### config.mk
export PLATFORM = sky130hd
export DESIGN_NAME = gpio_irq_port
export DESIGN_NICKNAME = d
export VERILOG_FILES = /design/src/rtl/gpio_irq_pkg.sv /design/src/rtl/gpio_sync.sv /design/src/rtl/gpio_evt_detect.sv /design/src/rtl/gpio_bitreg.sv /design/src/rtl/gpio_irq_port.sv
export SDC_FILE = /design/constraint.sdc
export NUM_CORES = 1
export LEC_CHECK = 0
export ABC_AREA = 1
export CORE_ASPECT_RATIO = 1.1
export CORE_MARGIN = 8
export CORE_UTILIZATION = 55
export DETAILED_ROUTE_END_ITERATION = 7
export DONT_BUFFER_PORTS = 1
export GPL_TIMING_DRIVEN = 0
export HOLD_SLACK_MARGIN = 0.06
export PLACE_DENSITY = 0.76
export SLEW_MARGIN = 30
export SYNTH_ARGS = -nofsm -noshare
export SYNTH_HDL_FRONTEND = slang
export SYNTH_SLANG_ARGS = --single-unit
### constraint.sdc
create_clock -name clk -period 1.66 [get_ports clk]
set_input_delay 0.166 -clock clk [delete_from_list [all_inputs] [get_ports clk]]
set_output_delay 0.166 -clock clk [all_outputs]
set_load 0.02 [all_outputs]
### src/rtl/gpio_irq_pkg.sv
package gpio_irq_pkg;
  localparam int unsigned ADDR_W = 8;
  localparam logic [ADDR_W-1:0] OFF_OUT    = 8'h00;
  localparam logic [ADDR_W-1:0] OFF_IN     = 8'h04;
  localparam logic [ADDR_W-1:0] OFF_DRV    = 8'h08;
  localparam logic [ADDR_W-1:0] OFF_POL    = 8'h18;
  localparam logic [ADDR_W-1:0] OFF_BOTH   = 8'h1C;
  localparam logic [ADDR_W-1:0] OFF_CAP    = 8'h20;
  localparam logic [ADDR_W-1:0] OFF_LVL    = 8'h2C;
  localparam logic [ADDR_W-1:0] OFF_ENSET  = 8'h30;
  localparam logic [ADDR_W-1:0] OFF_ENCLR  = 8'h34;
  localparam logic [ADDR_W-1:0] OFF_OUTSET = 8'h40;
  localparam logic [ADDR_W-1:0] OFF_OUTCLR = 8'h44;
  localparam logic [ADDR_W-1:0] OFF_DRVSET = 8'h48;
  localparam logic [ADDR_W-1:0] OFF_DRVCLR = 8'h4C;
endpackage

### src/rtl/gpio_sync.sv
module gpio_sync #(
  parameter int unsigned W      = 32,
  parameter int unsigned STAGES = 2
) (
  input  logic         clk,
  input  logic         rst,
  input  logic [W-1:0] d,
  output logic [W-1:0] q,
  output logic [W-1:0] q_prev
);
  localparam int unsigned DEPTH = STAGES + 1;

  logic [DEPTH-1:0][W-1:0] pipe;

  always_ff @(posedge clk) begin
    if (rst) pipe <= '0;
    else     pipe <= {pipe[DEPTH-2:0], d};
  end

  assign q      = pipe[STAGES-1];
  assign q_prev = pipe[STAGES];
endmodule

### src/rtl/gpio_evt_detect.sv
module gpio_evt_detect #(
  parameter int unsigned W = 32
) (
  input  logic [W-1:0] cur,
  input  logic [W-1:0] prev,
  input  logic [W-1:0] lvl_sel,
  input  logic [W-1:0] pol,
  input  logic [W-1:0] both,
  output logic [W-1:0] evt
);
  for (genvar i = 0; i < W; i++) begin : g_pin
    logic rise, fall, lvl_hit, edge_hit;
    always_comb begin
      rise     = cur[i] & ~prev[i];
      fall     = ~cur[i] & prev[i];
      lvl_hit  = pol[i] ? ~cur[i] : cur[i];
      if (both[i])     edge_hit = rise | fall;
      else if (pol[i]) edge_hit = fall;
      else             edge_hit = rise;
      evt[i] = lvl_sel[i] ? lvl_hit : edge_hit;
    end
  end
endmodule

### src/rtl/gpio_bitreg.sv
module gpio_bitreg #(
  parameter int unsigned W = 32
) (
  input  logic         clk,
  input  logic         rst,
  input  logic         wr_load,
  input  logic         wr_set,
  input  logic         wr_clr,
  input  logic [W-1:0] wdata,
  output logic [W-1:0] q
);
  always_ff @(posedge clk) begin
    if (rst)          q <= '0;
    else if (wr_load) q <= wdata;
    else if (wr_set)  q <= q | wdata;
    else if (wr_clr)  q <= q & ~wdata;
  end
endmodule

### src/rtl/gpio_irq_port.sv
module gpio_irq_port
  import gpio_irq_pkg::*;
#(
  parameter int unsigned NPINS = 32
) (
  input  logic              clk,
  input  logic              rst,
  input  logic [ADDR_W-1:0] bus_addr,
  input  logic              bus_wr,
  input  logic [NPINS-1:0]  bus_wdata,
  output logic [NPINS-1:0]  bus_rdata,
  input  logic [NPINS-1:0]  pin_in,
  output logic [NPINS-1:0]  pin_out,
  output logic [NPINS-1:0]  pin_oe,
  output logic              irq
);
  logic [NPINS-1:0] in_sync, in_prev, evt;
  logic [NPINS-1:0] out_q, drv_q, en_q;
  logic [NPINS-1:0] pol_q, both_q, lvl_q, cap_q;

  function automatic logic hit(input logic [ADDR_W-1:0] off);
    return bus_wr && (bus_addr == off);
  endfunction

  gpio_sync #(.W(NPINS), .STAGES(2)) u_sync (
    .clk(clk), .rst(rst), .d(pin_in), .q(in_sync), .q_prev(in_prev)
  );

  gpio_evt_detect #(.W(NPINS)) u_det (
    .cur(in_sync), .prev(in_prev), .lvl_sel(lvl_q), .pol(pol_q),
    .both(both_q), .evt(evt)
  );

  gpio_bitreg #(.W(NPINS)) u_out (
    .clk(clk), .rst(rst), .wr_load(hit(OFF_OUT)), .wr_set(hit(OFF_OUTSET)),
    .wr_clr(hit(OFF_OUTCLR)), .wdata(bus_wdata), .q(out_q)
  );

  gpio_bitreg #(.W(NPINS)) u_drv (
    .clk(clk), .rst(rst), .wr_load(hit(OFF_DRV)), .wr_set(hit(OFF_DRVSET)),
    .wr_clr(hit(OFF_DRVCLR)), .wdata(bus_wdata), .q(drv_q)
  );

  gpio_bitreg #(.W(NPINS)) u_en (
    .clk(clk), .rst(rst), .wr_load(1'b0), .wr_set(hit(OFF_ENSET)),
    .wr_clr(hit(OFF_ENCLR)), .wdata(bus_wdata), .q(en_q)
  );

  always_ff @(posedge clk) begin
    if (rst) begin
      pol_q  <= '0;
      both_q <= '0;
      lvl_q  <= '0;
    end else begin
      if (hit(OFF_POL))  pol_q  <= bus_wdata;
      if (hit(OFF_BOTH)) both_q <= bus_wdata;
      if (hit(OFF_LVL))  lvl_q  <= bus_wdata;
    end
  end

  // sticky capture: clear-by-one, new event takes priority
  always_ff @(posedge clk) begin
    if (rst) cap_q <= '0;
    else     cap_q <= (cap_q & ~(hit(OFF_CAP) ? bus_wdata : '0)) | evt;
  end

  always_ff @(posedge clk) begin
    if (rst) irq <= 1'b0;
    else     irq <= |(cap_q & en_q);
  end

  always_ff @(posedge clk) begin
    if (rst) bus_rdata <= '0;
    else begin
      case (bus_addr)
        OFF_OUT, OFF_OUTSET, OFF_OUTCLR: bus_rdata <= out_q;
        OFF_DRV, OFF_DRVSET, OFF_DRVCLR: bus_rdata <= drv_q;
        OFF_ENSET, OFF_ENCLR:            bus_rdata <= en_q;
        OFF_IN:                          bus_rdata <= in_sync;
        OFF_POL:                         bus_rdata <= pol_q;
        OFF_BOTH:                        bus_rdata <= both_q;
        OFF_CAP:                         bus_rdata <= cap_q;
        OFF_LVL:                         bus_rdata <= lvl_q;
        default:                         bus_rdata <= '0;
      endcase
    end
  end

  assign pin_out = out_q;
  assign pin_oe  = drv_q;
endmodule

==> results of run 1 <==
==> worst paths after layout <==
kind / start / end / slack, ns
worst max-delay path: bus_addr[7] / bus_rdata[4]$_SDFF_PP0_ / 0.01
worst min register to register: u_sync.pipe[12]$_SDFF_PP0_ / u_sync.q[12]$_SDFF_PP0_ / 0.40
worst max register to register: u_sync.q[16]$_SDFF_PP0_ / cap_q[16]$_SDFF_PP0_ / 0.29
worst min-delay path: bus_addr[3] / flop / 0.09
==> worst min-delay path, stage by stage <==
cell     delay [ns]
nor2_2         0.05
nand2_1        0.17
o31ai_1        0.10
nor2_1         0.09
==> what timing repair did <==
action	in CTS	in global routing
endpoints found under the hold margin	256	0
hold buffers	68	0
endpoints found under the setup margin	0	21
gates resized for setup	0	9
==> metrics by stage <==
stage / instances / area, sq um / setup slack, ns / setup TNS, ns
6_report: 2871 / 19080 / 0.01366 / 0
3_3_place_gp: 2736 / 17080 / -0.4969 / -38.52
2_1_floorplan: 2362 / 16610 / 0.3769 / 0
4_1_cts: 2871 / 19060 / 0.02357 / 0
5_1_grt: 2871 / 19080 / 0.01377 / 0
3_5_place_dp: 2736 / 17080 / -0.4999 / -41.22
==> routing by layer <==
layer | global-route usage, % | vias up
met3 | 9.771 | 293
met4 | 23.85 | 2
li1 | - | 7812
met5 | 0 | -
met2 | 54.86 | 1221
met1 | 41.32 | 7896
==> report_power, final <==
| part | total [mW] | internal, mW | switching (mW) |
|---|---|---|---|
| combinational | 1.17 | 0.345 | 0.822 |
| sequential | 8.74 | 8.62 | 0.121 |
| clock | 8.92 | 5.44 | 3.47 |
==> Yosys cell counts <==
master / instances / area, sq um
nand2_1: 480 / 1802
dfxtp_1: 353 / 7067
inv_1: 323 / 1212
a21oi_1: 283 / 1416
nand3_1: 244 / 1221
nor2_1: 190 / 713.2
o21ai_0: 152 / 760.7
ha_1: 64 / 800.8
clkbuf_1: 62 / 232.7
nand4_1: 42 / 262.8
buf_2: 37 / 185.2
o21ai_1: 21 / 105.1
a22oi_1: 17 / 127.6
o211ai_1: 17 / 127.6
xor2_1: 17 / 148.9
buf_4: 14 / 105.1
buf_1: 11 / 41.29
inv_2: 7 / 26.28
buf_6: 5 / 56.30
nand2_2: 5 / 31.28
nor2_2: 4 / 25.02
nand2_4: 3 / 33.78
nor2_4: 3 / 33.78
nor3_1: 2 / 10.01
o21bai_1: 2 / 15.01
and2_0: 1 / 6.260
nand3_4: 1 / 17.52
nor2_8: 1 / 20.02
o31ai_1: 1 / 7.510
==> final cells by class <==
cell class / instances / share of cell area, %
inverters: 330 / 6.494
flip-flops and latches: 353 / 37.05
well taps: 374 / 2.453
clock buffers: 61 / 6.139
repair buffers: 68 / 3.568
clock inverters: 6 / 0.6953
multi-input cells: 1550 / 40.33
plain buffers: 129 / 3.273
==> cell families (layout without fill, tap and decap cells) <==
logic type | after synthesis | count (layout) | synth area share [%]
compound gates | 493 | 493 | 15.41
simple gates | 976 | 976 | 25.14
fa+ha+maj | 64 | 64 | 4.820
buf+inv | 459 | 594 | 11.19
xor+xnor | 17 | 17 | 0.8963
flops | 353 | 353 | 42.54
==> cells in the final DEF, fill, tap and decap left out, drive strengths merged <==
cell type    count
a21oi          283
a22oi           17
and2             1
buf             68
bufinv           4
clkbuf         122
clkinv           1
clkinvlp         1
dfxtp          353
dlygate4sd3     68
ha              64
inv            330
nand2          488
nand3          245
nand4           42
nor2           198
nor3             2
o211ai          17
o21ai          173
o21bai           2
o31ai            1
xor2            17
==> results.sh, run 1 <==
export IMPL_status="finished, final reports clean"
export IMPL_crit_required_ns=2.09
export IMPL_core_area_sq_um=29650
export IMPL_synthToLayoutAreaGrowth_pct=14.83
export IMPL_setup_worst_path_end_class="flop"
export IMPL_route_antenna_remaining_nets=0
export IMPL_detail_route_first_pass_iterations=8
export IMPL_start_kind="input pin"
export IMPL_timing_critical_path_cells="dlygate4sd3_1 > nor2_2 > nand2_2 > nand2_4 > buf_4 > nand2_1 > nand3_1 > nor2_1 > nor2_1"
export IMPL_grt_max_degree=14
export IMPL_wire_length_of_the_first_global_routing_pass_microns=96280
export IMPL_insertedDiodeCount=0
export IMPL_met3_wirelength_microns=8425
export IMPL_power_density_over_the_cells_nw_per_um2=986.9
export IMPL_detail_route_vias_per_cell=5.999
export IMPL_fmax_mhz=607.4
export IMPL_route_top_layer_used="met5"
export IMPL_critical_path_max_stage_delay_ns=0.61
export IMPL_die_height_microns=198.3
export IMPL_count_of_vias_placed_by_the_detailed_router=17224
export IMPL_ys_ff_latch=353
export IMPL_synth_seq_area_share_pct=42.54
export IMPL_setup_repair_after_global_routing_missed_its_margin="false"
export IMPL_layout_core_utilization_pct=64.35
export IMPL_whs_path_cells=4
export IMPL_dr_wl_met2_microns=28100
export IMPL_tritoncts_clock_tree="yes"
export IMPL_slew_headroom_pct=28.33
export IMPL_max_vdd_ir_drop_v=0.0006968
export IMPL_clock_sinks=353
export IMPL_floorplan_initialDensity_pct=56.04
export IMPL_initialDrtViolationCount=2245
export IMPL_synth_cell_type_count=29
export IMPL_grt_pass1_vias=16574
export IMPL_hold_class="in2reg"
export IMPL_hold_slack_ns=0.09192
export IMPL_globalRouteOverflowTotal=0
export IMPL_timing_worst_slew_pin_value_ns=1.075
export IMPL_cpLargestDelayFamily="simple AND/OR/NAND/NOR gates"
export IMPL_critPathMostFrequentCell="nor2_1"
export IMPL_port_buffer_count=0
export IMPL_dieWidth_microns=181.7
export IMPL_layout_area_seq_sq_um=7067
export IMPL_fp_dieArea_sq_um=36030
export IMPL_clk_latency_ns=0.53
export IMPL_drc_errors=0
export IMPL_data_arrival_at_the_endpoint_of_the_critical_path_ns=2.07
export IMPL_fin_total_pwr_mw=18.83
export IMPL_finalWeightedCongestion=0.9571
export IMPL_timing_critical_path_buf_inv=2
export IMPL_period_share_pct=99.18
export IMPL_max_cap_violations=0
export IMPL_num_io_pins=172
export IMPL_layout_drive_gt1_share_pct=5.527
export IMPL_hold_violations=0
export IMPL_clock_root_buffer="clkbuf_16"
export IMPL_timing_final_crit_period_ns=1.646
export IMPL_timing_reg2reg_worst_path_depth=5
export IMPL_cts_reportedPaths_clkPinSlew_ns=0.06
export IMPL_cts_buffers=38
export IMPL_detailed_place_hpwl_microns=44170
export IMPL_filler_cell_count=2662
export IMPL_post_synth_cell_area_avg_sq_um=7.033
export IMPL_cts_root_to_sink_buffers=3
export IMPL_final_routed_wirelength_microns=64880
export IMPL_cts_max_level=2
export IMPL_worst_path_max_fanout=10
export IMPL_postSynthCellCount=2362
export IMPL_nets=2609
export IMPL_placement_rows=66
export IMPL_cts_repair_timing_setup_buffer_count=0
export IMPL_wire_per_inst_microns=22.60
export IMPL_timing_clock_skew_ns=0.01933
export IMPL_post_synth_instance_area_sq_um=16610
export IMPL_crit_cells=9
export IMPL_multiInputGateArea_sq_um=7694
export IMPL_yosysWarningCount=0
export IMPL_wire_length_on_met1_microns=23560
export IMPL_slew_viol_final=0
export IMPL_highest_delay_cell_along_the_critical_path="dlygate4sd3_1"
export IMPL_worst_setup_path_type="in2reg"
export IMPL_antenna_found_initial=1
export IMPL_setup_violations=0
export IMPL_grt_total_usage_pct=34.96
export IMPL_leakagePower_nw=7.694
export IMPL_synth_fp_nets=2501
Power figures use the tool's default switching activity.
==> run 2, diff against run 1 <==
--- a/config.mk
+++ b/config.mk
@@ -14,6 +14,7 @@
 export GPL_TIMING_DRIVEN = 0
 export HOLD_SLACK_MARGIN = 0.06
 export PLACE_DENSITY = 0.76
+export RECOVER_POWER = 50
 export SLEW_MARGIN = 30
 export SYNTH_ARGS = -nofsm -noshare
 export SYNTH_HDL_FRONTEND = slang
==> results.sh, run 2 (same netlist as run 1, synthesis figures left out) <==
export IMPL_status="finished, final reports clean"
export IMPL_cts_max_level=2
export IMPL_layout_area_seq_sq_um=7067
export IMPL_wire_per_inst_microns=22.55
export IMPL_timing_final_crit_period_ns=1.657
export IMPL_cpLargestDelayFamily="simple AND/OR/NAND/NOR gates"
export IMPL_cts_reportedPaths_clkPinSlew_ns=0.06
export IMPL_core_area_sq_um=29650
export IMPL_detail_route_first_pass_iterations=6
export IMPL_synthToLayoutAreaGrowth_pct=14.78
export IMPL_placement_rows=66
export IMPL_hold_class="in2reg"
export IMPL_globalRouteOverflowTotal=0
export IMPL_grt_total_usage_pct=34.96
export IMPL_most_common_library_cell_in_the_layout_ignoring_fill_and_taps="nand2_1"
export IMPL_multiInputGateArea_sq_um=7694
export IMPL_cts_root_to_sink_buffers=3
export IMPL_detail_route_vias_per_cell=6.013
export IMPL_port_buffer_count=0
export IMPL_leakagePower_nw=7.686
export IMPL_count_of_vias_placed_by_the_detailed_router=17263
export IMPL_detailed_place_hpwl_microns=44170
export IMPL_slew_headroom_pct=26.71
export IMPL_setup_worst_path_end_class="flop"
export IMPL_critPathMostFrequentCell="nor2_1"
export IMPL_insertedDiodeCount=0
export IMPL_power_density_over_the_cells_nw_per_um2=986.3
export IMPL_cts_repair_timing_setup_buffer_count=0
export IMPL_sequential_share_of_power_pct=46.5
export IMPL_worst_path_max_fanout=10
export IMPL_pwr_share_clk_pct=47.3
export IMPL_initialDrtViolationCount=2332
export IMPL_drc_errors=0
export IMPL_start_kind="input pin"
export IMPL_pwr_share_comb_pct=6.2
export IMPL_fmax_mhz=603.4
export IMPL_hold_violations=0
export IMPL_final_cell_area_sq_um=19070
export IMPL_filler_cell_count=2662
export IMPL_clock_root_buffer="clkbuf_16"
export IMPL_finalWeightedCongestion=0.9571
export IMPL_setup_repair_after_global_routing_missed_its_margin="false"
export IMPL_highest_delay_cell_along_the_critical_path="dlygate4sd3_1"
export IMPL_layout_drive_gt1_share_pct=5.406
export IMPL_fp_dieArea_sq_um=36030
export IMPL_num_io_pins=172
export IMPL_max_vdd_ir_drop_v=0.0006947
export IMPL_dieWidth_microns=181.7
export IMPL_grt_max_degree=14
export IMPL_antenna_found_initial=1
export IMPL_timing_critical_path_buf_inv=2
export IMPL_floorplan_initialDensity_pct=56.04
export IMPL_timing_critical_path_cells="dlygate4sd3_1 > nor2_2 > nand2_2 > nand2_4 > buf_4 > nand2_1 > nand3_1 > nor2_1 > nor2_1"
export IMPL_reported_net_switching_power_mw=4.398
export IMPL_post_dp_cell_area_sq_um=17080
export IMPL_timing_clock_skew_ns=0.01827
export IMPL_critical_path_max_stage_delay_ns=0.61
export IMPL_tritoncts_clock_tree="yes"
export IMPL_nets=2609
export IMPL_worst_setup_path_type="in2reg"
export IMPL_grt_pass1_vias=16574
export IMPL_route_antenna_remaining_nets=0
export IMPL_timing_worst_slew_pin_value_ns=1.099
export IMPL_max_cap_violations=0
export IMPL_fin_total_pwr_mw=18.81
export IMPL_crit_required_ns=2.09
export IMPL_period_share_pct=99.83
export IMPL_die_height_microns=198.3
export IMPL_clk_latency_ns=0.53
export IMPL_data_arrival_at_the_endpoint_of_the_critical_path_ns=2.09
export IMPL_slew_viol_final=0
export IMPL_setup_violations=0
export IMPL_wire_length_of_the_first_global_routing_pass_microns=96280
export IMPL_layout_cells_most_common_list="nand2_1, dfxtp_1, inv_1"
export IMPL_cts_buffers=38
export IMPL_final_routed_wirelength_microns=64740
export IMPL_clock_sinks=353
export IMPL_sw_frac_of_total_pct=23.39
export IMPL_cell_internal_pwr_mw=14.41
[run 2: path summary, 6_finish.rpt]
check                                                start                 endpoint  slack (ns)  cells after the start
worst max register to register     u_sync.q[16]$_SDFF_PP0_     cap_q[16]$_SDFF_PP0_        0.28                      5
worst min-delay path                           bus_addr[3]                     flop        0.11                      4
worst min register to register  u_sync.pipe[12]$_SDFF_PP0_  u_sync.q[12]$_SDFF_PP0_        0.40                      2
worst max-delay path                           bus_addr[7]  bus_rdata[4]$_SDFF_PP0_       0.003                      9
[run 2: stage by stage]
stage,hold WS [ns],setup TNS [ns],setup slack (ns),util [%],cells
final,0.1081,0,0.002776,64.32,2871
after global placement,0.2743,-38.52,-0.4969,57.61,2736
after CTS,0.07229,0,0.02357,64.31,2871
after detailed placement,0.2761,-41.22,-0.4999,57.61,2736
after floorplan,0.2730,0,0.3769,-,2362
after global routing,0.1399,0,0.01377,64.32,2871
[run 2: power by group through the flow]
stage / Clock (mW) / Sequential, mW / Combinational, mW
6_report: 8.90 / 8.74 / 1.16
5_1_grt: 9.26 / 8.76 / 1.24
4_1_cts: 8.90 / 8.74 / 1.12
3_5_place_dp: 0 / 8.93 / 0.917
3_3_place_gp: 0 / 8.92 / 0.893
2_1_floorplan: 0 / 8.89 / 0.585
[run 2: what timing repair did]
action | 4_1_cts | 5_1_grt
endpoints found under the setup margin | 0 | 21
gates resized for setup | 0 | 9
hold endpoints to repair | 256 | 0
hold buffers | 68 | 0
[run 2: worst register-to-register path, stage by stage, from the launching register on]
cell and delay (ns):
dfxtp_1 0.44, inv_1 0.09, ha_1 0.28, o21ai_0 0.08
o21ai_0 0.24, a21oi_1 0.10
[run 2: layout make-up]
type,instances,area share [%]
Buffer,129,3.229
Clock buffer,61,6.142
Clock inverter,6,0.6956
Inverter,330,6.497
Multi-Input combinational cell,1550,40.35
Sequential cell,353,37.06
Tap cell,374,2.454
Timing Repair Buffer,68,3.570
[run 2: per-layer routing]
metal / vias up / track usage (%) / wire (microns)
met5: - / 0 / 15
met4: 2 / 23.85 / 4756
met3: 296 / 9.771 / 8448
met2: 1207 / 54.86 / 28190
met1: 7948 / 41.32 / 23330
li1: 7810 / - / -
